[src/rtl/scr_conv_pkg.sv]
package scr_conv_pkg;

    typedef enum logic [1:0] {
        S_IDLE = 2'd0,
        S_DATA = 2'd1,
        S_TAIL = 2'd2
    } enc_state_e;

endpackage

[src/rtl/scr_pn_lfsr.sv]
module scr_pn_lfsr #(
    parameter int          LEN     = 8,
    parameter logic [LEN-1:0] FB_MASK = 8'h95,
    parameter logic [LEN-1:0] SEED    = '1
) (
    input  logic clk,
    input  logic rst_n,
    input  logic reload,
    input  logic step,
    output logic pn_bit
);

    logic [LEN-1:0] reg_q;

    // Fibonacci form: the oldest bit is output, the new bit is shifted in at bit 0
    always_ff @(posedge clk or negedge rst_n) begin
        if (!rst_n) begin
            reg_q <= SEED;
        end else if (reload) begin
            reg_q <= SEED;
        end else if (step) begin
            reg_q <= {reg_q[LEN-2:0], ^(reg_q & FB_MASK)};
        end
    end

    assign pn_bit = reg_q[LEN-1];

endmodule

[src/rtl/scr_conv_core.sv]
module scr_conv_core #(
    parameter int            K   = 7,
    parameter logic [K-1:0]  G_A = 7'o171,
    parameter logic [K-1:0]  G_B = 7'o133
) (
    input  logic clk,
    input  logic rst_n,
    input  logic clear,
    input  logic advance,
    input  logic phase,
    input  logic bit_i,
    output logic sym_o
);

    localparam int MEM = K - 1;

    logic [MEM-1:0] hist_q;
    logic [K-1:0]   window;
    logic [1:0]     gsym;

    // bit K-1 of the window is the current bit, bit 0 the oldest one
    assign window = {bit_i, hist_q};

    for (genvar g = 0; g < 2; g++) begin : g_branch
        localparam logic [K-1:0] TAP = (g == 0) ? G_A : G_B;
        assign gsym[g] = ^(window & TAP);
    end

    assign sym_o = phase ? ~gsym[1] : gsym[0];

    always_ff @(posedge clk or negedge rst_n) begin
        if (!rst_n) begin
            hist_q <= '0;
        end else if (clear) begin
            hist_q <= '0;
        end else if (advance) begin
            hist_q <= window[K-1:1];
        end
    end

endmodule

[src/rtl/scr_sym_index.sv]
module scr_sym_index #(
    parameter int W = 13
) (
    input  logic         clk,
    input  logic         rst_n,
    input  logic         clear,
    input  logic         inc,
    output logic [W-1:0] idx
);

    always_ff @(posedge clk or negedge rst_n) begin
        if (!rst_n) begin
            idx <= '0;
        end else if (clear) begin
            idx <= '0;
        end else if (inc) begin
            idx <= idx + 1'b1;
        end
    end

endmodule

[src/rtl/scr_conv_enc.sv]
module scr_conv_enc
    import scr_conv_pkg::*;
#(
    parameter int               NBYTES    = 320,
    parameter int               TAIL_BITS = 6,
    parameter int               K         = 7,
    parameter logic [K-1:0]     G_A       = 7'o171,
    parameter logic [K-1:0]     G_B       = 7'o133,
    parameter int               PN_LEN    = 8,
    parameter logic [PN_LEN-1:0] PN_MASK  = 8'h95,
    localparam int              NSYM      = (NBYTES * 8 + TAIL_BITS) * 2,
    localparam int              IDXW      = $clog2(NSYM)
) (
    input  logic            clk,
    input  logic            rst_n,
    input  logic            in_valid,
    input  logic [7:0]      in_data,
    output logic            in_ready,
    output logic            out_valid,
    output logic            out_sym,
    output logic [IDXW-1:0] out_idx,
    output logic            out_last
);

    localparam int BCW = (NBYTES > 2) ? $clog2(NBYTES) : 1;
    localparam int CW  = (TAIL_BITS > 8) ? $clog2(TAIL_BITS) : 3;

    enc_state_e       state_q, state_d;
    logic [7:0]       sreg_q;
    logic [CW-1:0]    bit_q;
    logic             ph_q;
    logic [BCW-1:0]   byte_q;

    logic             accept;
    logic             byte_end;
    logic             tail_end;
    logic             last_byte;
    logic             pn_bit;
    logic             cur_bit;

    assign accept    = (state_q == S_IDLE) && in_valid;
    assign byte_end  = (state_q == S_DATA) && ph_q && (bit_q == CW'(7));
    assign tail_end  = (state_q == S_TAIL) && ph_q && (bit_q == CW'(TAIL_BITS - 1));
    assign last_byte = (byte_q == BCW'(NBYTES - 1));

    // next-state logic
    always_comb begin
        state_d = state_q;
        unique case (state_q)
            S_IDLE:  if (in_valid) state_d = S_DATA;
            S_DATA:  if (byte_end) state_d = last_byte ? S_TAIL : S_IDLE;
            S_TAIL:  if (tail_end) state_d = S_IDLE;
            default: state_d = S_IDLE;
        endcase
    end

    // state register
    always_ff @(posedge clk or negedge rst_n) begin
        if (!rst_n) state_q <= S_IDLE;
        else        state_q <= state_d;
    end

    // serializer, bit/phase and byte counters
    always_ff @(posedge clk or negedge rst_n) begin
        if (!rst_n) begin
            sreg_q <= '0;
            bit_q  <= '0;
            ph_q   <= 1'b0;
            byte_q <= '0;
        end else if (accept) begin
            sreg_q <= in_data;
            bit_q  <= '0;
            ph_q   <= 1'b0;
        end else if (state_q != S_IDLE) begin
            ph_q <= ~ph_q;
            if (ph_q) begin
                bit_q <= (byte_end || tail_end) ? '0 : bit_q + 1'b1;
                if (state_q == S_DATA) sreg_q <= {sreg_q[6:0], 1'b0};
            end
            if (byte_end) byte_q <= last_byte ? '0 : byte_q + 1'b1;
        end
    end

    // outputs
    always_comb begin
        in_ready  = (state_q == S_IDLE);
        out_valid = (state_q != S_IDLE);
        out_last  = tail_end;
        cur_bit   = (state_q == S_DATA) ? (sreg_q[7] ^ pn_bit) : 1'b0;
    end

    scr_pn_lfsr #(
        .LEN     (PN_LEN),
        .FB_MASK (PN_MASK),
        .SEED    ({PN_LEN{1'b1}})
    ) u_pn (
        .clk    (clk),
        .rst_n  (rst_n),
        .reload (tail_end),
        .step   ((state_q == S_DATA) && ph_q),
        .pn_bit (pn_bit)
    );

    scr_conv_core #(
        .K   (K),
        .G_A (G_A),
        .G_B (G_B)
    ) u_core (
        .clk     (clk),
        .rst_n   (rst_n),
        .clear   (tail_end),
        .advance (out_valid && ph_q),
        .phase   (ph_q),
        .bit_i   (cur_bit),
        .sym_o   (out_sym)
    );

    scr_sym_index #(
        .W (IDXW)
    ) u_idx (
        .clk   (clk),
        .rst_n (rst_n),
        .clear (tail_end),
        .inc   (out_valid),
        .idx   (out_idx)
    );

endmodule

[config.mk]
export PLATFORM = sky130hd
export DESIGN_NAME = scr_conv_enc
export DESIGN_NICKNAME = d
export VERILOG_FILES = /design/src/rtl/scr_conv_pkg.sv /design/src/rtl/scr_pn_lfsr.sv /design/src/rtl/scr_conv_core.sv /design/src/rtl/scr_sym_index.sv /design/src/rtl/scr_conv_enc.sv
export SDC_FILE = /design/constraint.sdc
export NUM_CORES = 1
export LEC_CHECK = 0
export BUFFER_PORTS_ARGS = -buffer_cell sky130_fd_sc_hd__clkbuf_2
export CAP_MARGIN = 25
export CORE_MARGIN = 2
export CORE_UTILIZATION = 50
export CTS_BUF_LIST = sky130_fd_sc_hd__clkbuf_2
export DETAILED_ROUTE_END_ITERATION = 6
export PLACE_DENSITY_LB_ADDON = 0.12
export SLEW_MARGIN = 20
export SYNTH_ARGS = -nofsm -noshare
export SYNTH_HDL_FRONTEND = slang
export SYNTH_SLANG_ARGS = --single-unit
[constraint.sdc]
create_clock -name clk -period 2.35 [get_ports clk]
set_input_delay 0.47 -clock clk [delete_from_list [all_inputs] [get_ports clk]]
set_output_delay 0.47 -clock clk [all_outputs]
set_load 0.01 [all_outputs]
==> results of run 1 <==
[synthesized netlist by cell type (4+ instances only)]
master,count,area (µm²)
a31oi_1,4,25.02
buf_2,6,30.03
dfrtp_1,42,1051
dfstp_2,8,210.2
ha_1,5,62.56
inv_1,4,15.01
nand2_1,51,191.4
nand3_1,16,80.08
nand4_1,8,50.05
nor2_1,21,78.83
nor3_1,7,35.03
o21ai_0,16,80.08
o22ai_1,4,25.02
xnor2_1,11,96.34
xor2_1,8,70.07
[layout make-up]
class	count	share of cell area, %
well taps	54	2.525
clock inverters	2	0.3273
repair buffers	37	7.854
flip-flops and latches	50	47.22
multi-input cells	184	40.39
clock buffers	6	1.122
inverters	4	0.5610
[metrics by stage]
step	utilization [%]	worst slack, ns	instances	instance area, µm²	total power, mW
final	57.04	0.1614	337	2676	2.664
after CTS	56.16	0.01868	332	2635	2.683
after global placement	55.31	0.5505	324	2595	2.314
after global routing	57.04	0.009293	337	2676	2.910
after floorplan	-	0.6676	249	2422	2.038
after detailed placement	55.31	0.5167	324	2595	2.337
[flip-flops by register name (all words and copies together), names as in the netlist]
signal / count
bit_q: 3
byte_q: 9
ph_q: 1
sreg_q: 8
state_q: 2
u_core.hist_q: 6
u_idx.idx: 13
u_pn.reg_q: 8
[power by group through the flow]
stage	registers (mW)	clock network [mW]	logic, mW
floorplan	1.31	0	0.728
global placement	1.36	0	0.957
detailed placement	1.36	0	0.974
CTS	1.35	0.360	0.976
global route	1.39	0.395	1.13
finish	1.34	0.339	0.988
[per-layer routing]
layer	global-route usage (%)	wire length, µm
met5	0	0
met4	6.869	91
met3	4.527	118
met2	28.47	2077
met1	26.87	2256
[kinds of logic (layout without fill, tap and decap cells)]
family	count (synthesis)	in the layout	share of synthesized area, %
compound gates	35	35	9.607
xor+xnor	19	19	6.870
fa+ha+maj	5	5	2.583
buf+inv	15	49	3.409
flops	50	50	52.07
mux	3	3	1.291
simple gates	122	122	24.17
[cell usage in the layout (no fill, tap or decap), types with 2 or more instances in the layout]
| cell | n |
|---|---|
| nand2_1 | 51 |
| dfrtp_1 | 40 |
| clkbuf_2 | 33 |
| nor2_1 | 20 |
| o21ai_0 | 16 |
| nand3_1 | 16 |
| xnor2_1 | 11 |
| buf_4 | 10 |
| xor2_1 | 8 |
| nand4_1 | 8 |
| dfstp_2 | 8 |
| nor3_1 | 7 |
| ha_1 | 5 |
| inv_1 | 4 |
| a31oi_1 | 4 |
| o22ai_1 | 4 |
| and3_1 | 2 |
| nor2_2 | 2 |
| nand2b_1 | 2 |
| and4_1 | 2 |
| nand3b_1 | 2 |
| or3_1 | 2 |
| a21oi_1 | 2 |
| and2_1 | 2 |
| mux2i_1 | 2 |
| o31ai_1 | 2 |
| dfrtp_2 | 2 |
[worst max-delay path, stage by stage, from the launching register on]
cell,delay [ns]
dfrtp_2,0.49
nand2b_1,0.18
nor2_2,0.19
xnor2_1,0.16
xnor2_1,0.13
clkbuf_2,0.15
[worst max-delay path by stage]
stage                  start        end  slack, ns  cells past startpoint
2_1_floorplan       bit_q[0]  byte_q[8]       0.67                      7
3_3_place_gp      state_q[1]    out_sym       0.55                      5
3_5_place_dp      state_q[1]    out_sym       0.52                      5
4_1_cts           state_q[0]    out_sym       0.02                      5
5_1_grt        u_pn.reg_q[7]    out_sym      0.009                      5
6_report          state_q[1]    out_sym       0.16                      5
[timing repair]
item,4_1_cts,5_1_grt
setup buffers,0,5
gates resized for setup,1,2
endpoints found under the setup margin,1,1
==> flow_summary.ini, run 1 <==
[synthesis]
syn-num-nets = 265
synth_area_um2 = 2422
avgSynthCellArea_um2 = 9.728
synthCells = 249
yosys_warnings = 0
ys_seq_area_share_pct = 52.07
ys_types = 42
synth-main-ff-cell = dfrtp_1
async_flop_share_pct = 100.0
synth_edf_count = 0
synth_seq_cells = 50

[clock_network]
cts_tree = done
cts_buffer_depth = 2
postCtsHoldBufs = 0
cts.sinks = 50
clkLatencyLatePin_ns = 0.43
clk_pin_slew_ns = 0.25
cts_made_buffers = 5
cts.htree.levels = 2
cts_root_buffer = clkbuf_2

[critical_path]
arrival_ns = 1.72
required_ns = 1.88
critPathKind = flip-flop to output port
crit_fanout = 5
regToRegEndpoint = byte_q[8]
start_kind = flip-flop
r2r-start = bit_q[0]
rr_worst_depth = 6
r2r_slack_ns = 0.58
cp-end-kind = output port

[run_status]
status = completed

[grt]
grt_antenna_before_repair = 0
grt_pass1_vias = 1686
track_usage_pct = 18.99
grt_pass1_wl_um = 7907
grt_max_degree = 51
grt.overflow.total = 0

[timing]
relSlewSlack_pct = 57.63
post-route-min-period_ns = 2.189
finalHoldViolations = 0
setup_tns_ns = 0
finalSetupViolations = 0
slew_violations = 0
tightest_slew_ns = 0.6355
rsz0062_at_grt = no
timing.fmax_mhz = 456.9
hold_ws_ns = 0.08086
period_share_pct = 93.13
skew_ns = 0.01963

[floorplan]
start_util_pct = 51.63
die-area_um2 = 5418
die_y_um = 73.61
num_rows = 25
boundaryPins = 28
die_w_um = 73.61
coreArea_um2 = 4692

[finish]
antenna_cells = 0
multi_input_area_um2 = 1081
drive_gt1_share_pct = 21.55
area_delta_synth_final_pct = 10.49
nets = 298
seqCellArea_um2 = 1264
nFillCells = 422

[pwr]
sw_frac_of_total_pct = 40.16
pwr-share-clk_pct = 12.7
p_int_mw = 1.594
p_comb_share_pct = 37.1
ir_drop_v = 0.0004939
power.switching_mw = 1.070
powerDensity_nw_per_um2 = 995.5
p_leak_nw = 1.293
sequentialPowerShare_pct = 50.2

[route]
drt-pass1-iter-count = 4
post_drt_wl_per_cell_um = 13.48
num_vias = 1822
route.detailed.drc = 0
vias_per_cell = 5.407
drt_iter0_drc = 101
drtAntennaViolNets = 0
drt-total-wl_um = 4544

[place]
portBuffers = 27
place.gp.congestion = 0.7215
dpl.hpwl_um = 2989

[min_path]
hold_path_class = input port to async pin

[flow_run]
drv_cap = 0
No activity file was read; power rests on OpenSTA's default activity.
==> run 2: changes to the inputs <==
Settings changed: BUFFER_PORTS_ARGS -buffer_cell sky130_fd_sc_hd__clkbuf_2 to -buffer_cell sky130_fd_sc_hd__buf_2.
==> run 2 against run 1 <==
Net effect:
- combinational power fell by 1%
- global-route usage barely moved
- hold slack improved by 0.16 ns
- largest cell class unchanged
- critical path depth did not move
- die area did not move
- sequential share of layout area barely moved
- core utilization barely moved
- worst setup slack got worse by 0.0035 ns
- largest power group unchanged
- critical path type unchanged
- first-iteration DRC count fell by 20%
- clock skew fell by 0.0074 ns
- sequential power barely moved
- design area barely moved
==> flow_summary.ini, run 2 (same netlist as run 1, synthesis figures left out) <==
[place]
place.gp.congestion = 0.7513
dpl_worst_slack_ns = 0.4927
dpl.hpwl_um = 3165
portBuffers = 27
dp_cells = 325

[grt]
grt_max_degree = 22
grt_pass1_vias = 1638
track_usage_pct = 18.95
grt_pass1_wl_um = 7810
grt.overflow.total = 0
grt_antenna_before_repair = 0

[floorplan]
die_y_um = 73.61
num_rows = 25
boundaryPins = 28
die-area_um2 = 5418
start_util_pct = 51.63
coreArea_um2 = 4692
die_w_um = 73.61

[finish]
antenna_cells = 0
largest_register = u_idx.idx
layout_common_cells = nand2_1, dfrtp_1, buf_2, nor2_1
final_common_cell = nand2_1
reg_top3 = u_idx.idx x13, byte_q x9
area_delta_synth_final_pct = 10.54
largest_reg_flops = 13
nets = 298
drive_gt1_share_pct = 21.20
stdcell_count = 337

[timing]
setup_tns_ns = 0
rsz0062_at_grt = no
finalHoldViolations = 0
timing.fmax_mhz = 456.2
worst_slack_ns = 0.1580
slew_violations = 0
tightest_slew_ns = 0.5816
relSlewSlack_pct = 61.12
period_share_pct = 93.28
post-route-min-period_ns = 2.192
skew_ns = 0.01220
finalSetupViolations = 0

[critical_path]
arrival_ns = 1.72
required_ns = 1.88
critPathKind = flip-flop to output port
cp-end-kind = output port
start_kind = flip-flop
crit_fanout = 3

[route]
drt-pass1-iter-count = 4
post_drt_wl_per_cell_um = 13.56
num_vias = 1838
drt-total-wl_um = 4570
drtAntennaViolNets = 0
route.detailed.drc = 0
vias_per_cell = 5.454
drt_iter0_drc = 81

[clock_network]
cts.htree.levels = 2
clk_pin_slew_ns = 0.23
clkLatencyLatePin_ns = 0.41
cts_made_buffers = 5
cts_buffer_depth = 2
cts_tree = done
cts_root_buffer = clkbuf_2
cts.sinks = 50

[pwr]
p_leak_nw = 1.298
ir_drop_v = 0.0005439
powerDensity_nw_per_um2 = 995.3

[min_path]
hold_path_class = input port to flip-flop

[flow_run]
drv_cap = 0

[run_status]
status = completed
[run 2: changes by cell type in the layout (fill, tap and decap cells not counted), sizes merged]
cell / change
clkbuf: -25
clkinv: -2
buf: +26
dlygate4sd3: +1
[run 2: path summary, 6_finish.rpt]
check | to | slack, ns | cells past startpoint | start
hold reg to reg | byte_q[4] | 0.49 | 1 | byte_q[4]
setup / recovery | out_sym | 0.16 | 5 | u_pn.reg_q[7]
min in group asynchronous | byte_q[6] | 0.41 | 2 | rst_n
hold / removal | sreg_q[0] | 0.24 | 3 | in_data[0]
setup reg to reg | byte_q[8] | 0.57 | 6 | bit_q[0]
max in group asynchronous | u_pn.reg_q[2] | 1.32 | 3 | rst_n
[run 2: critical path, stage by stage, from the launching register on]
cell and delay, ns:
dfstp_2 0.61, xnor2_1 0.07, nor2_1 0.20, xnor2_1 0.17
xnor2_1 0.13, buf_2 0.14
[run 2: layer usage]
metal / global-route usage (%) / wire length [µm] / vias to the layer above
met1: 26.49 / 2284 / 881
met3: 4.938 / 113 / 2
met5: 0 / 0 / -
met2: 29.17 / 2142 / 17
met4: 5.455 / 29 / 0
li1: - / - / 938
[run 2: repair_timing]
| item | CTS | global route |
|---|---|---|
| hold endpoints to repair | 10 | 0 |
| endpoints found under the setup margin | 1 | 1 |
| pin swaps | 0 | 0 |
| buffers inserted | 0 | 3 |
| gates resized for setup | 2 | 0 |
| hold buffers | 1 | 0 |
[run 2: area by class of cell]
| class | instances | area, µm² |
|---|---|---|
| multi-input cells | 184 | 1079 |
| inverters | 4 | 15.01 |
| repair buffers | 37 | 212.7 |
| flip-flops and latches | 50 | 1264 |
| fillers | 445 | 2014 |
| well taps | 54 | 67.56 |
| clock buffers | 8 | 40.04 |
[run 2: where the power goes]
group	internal [mW]	total (mW)	leakage (nW)	switching (mW)
combinational	0.429	0.976	0.650	0.546
sequential	1.09	1.34	0.615	0.248
clock	0.0876	0.347	0.0332	0.259
[run 2: metrics by stage]
step / utilization [%] / power, mW / hold WS [ns] / area [µm²]
floorplan: - / 2.038 / 0.1744 / 2422
global placement: 55.47 / 2.310 / 0.3663 / 2603
detailed placement: 55.47 / 2.335 / 0.3620 / 2603
CTS: 56.59 / 2.693 / 0.2176 / 2655
global route: 57.07 / 2.893 / 0.2091 / 2678
finish: 57.07 / 2.665 / 0.2382 / 2678
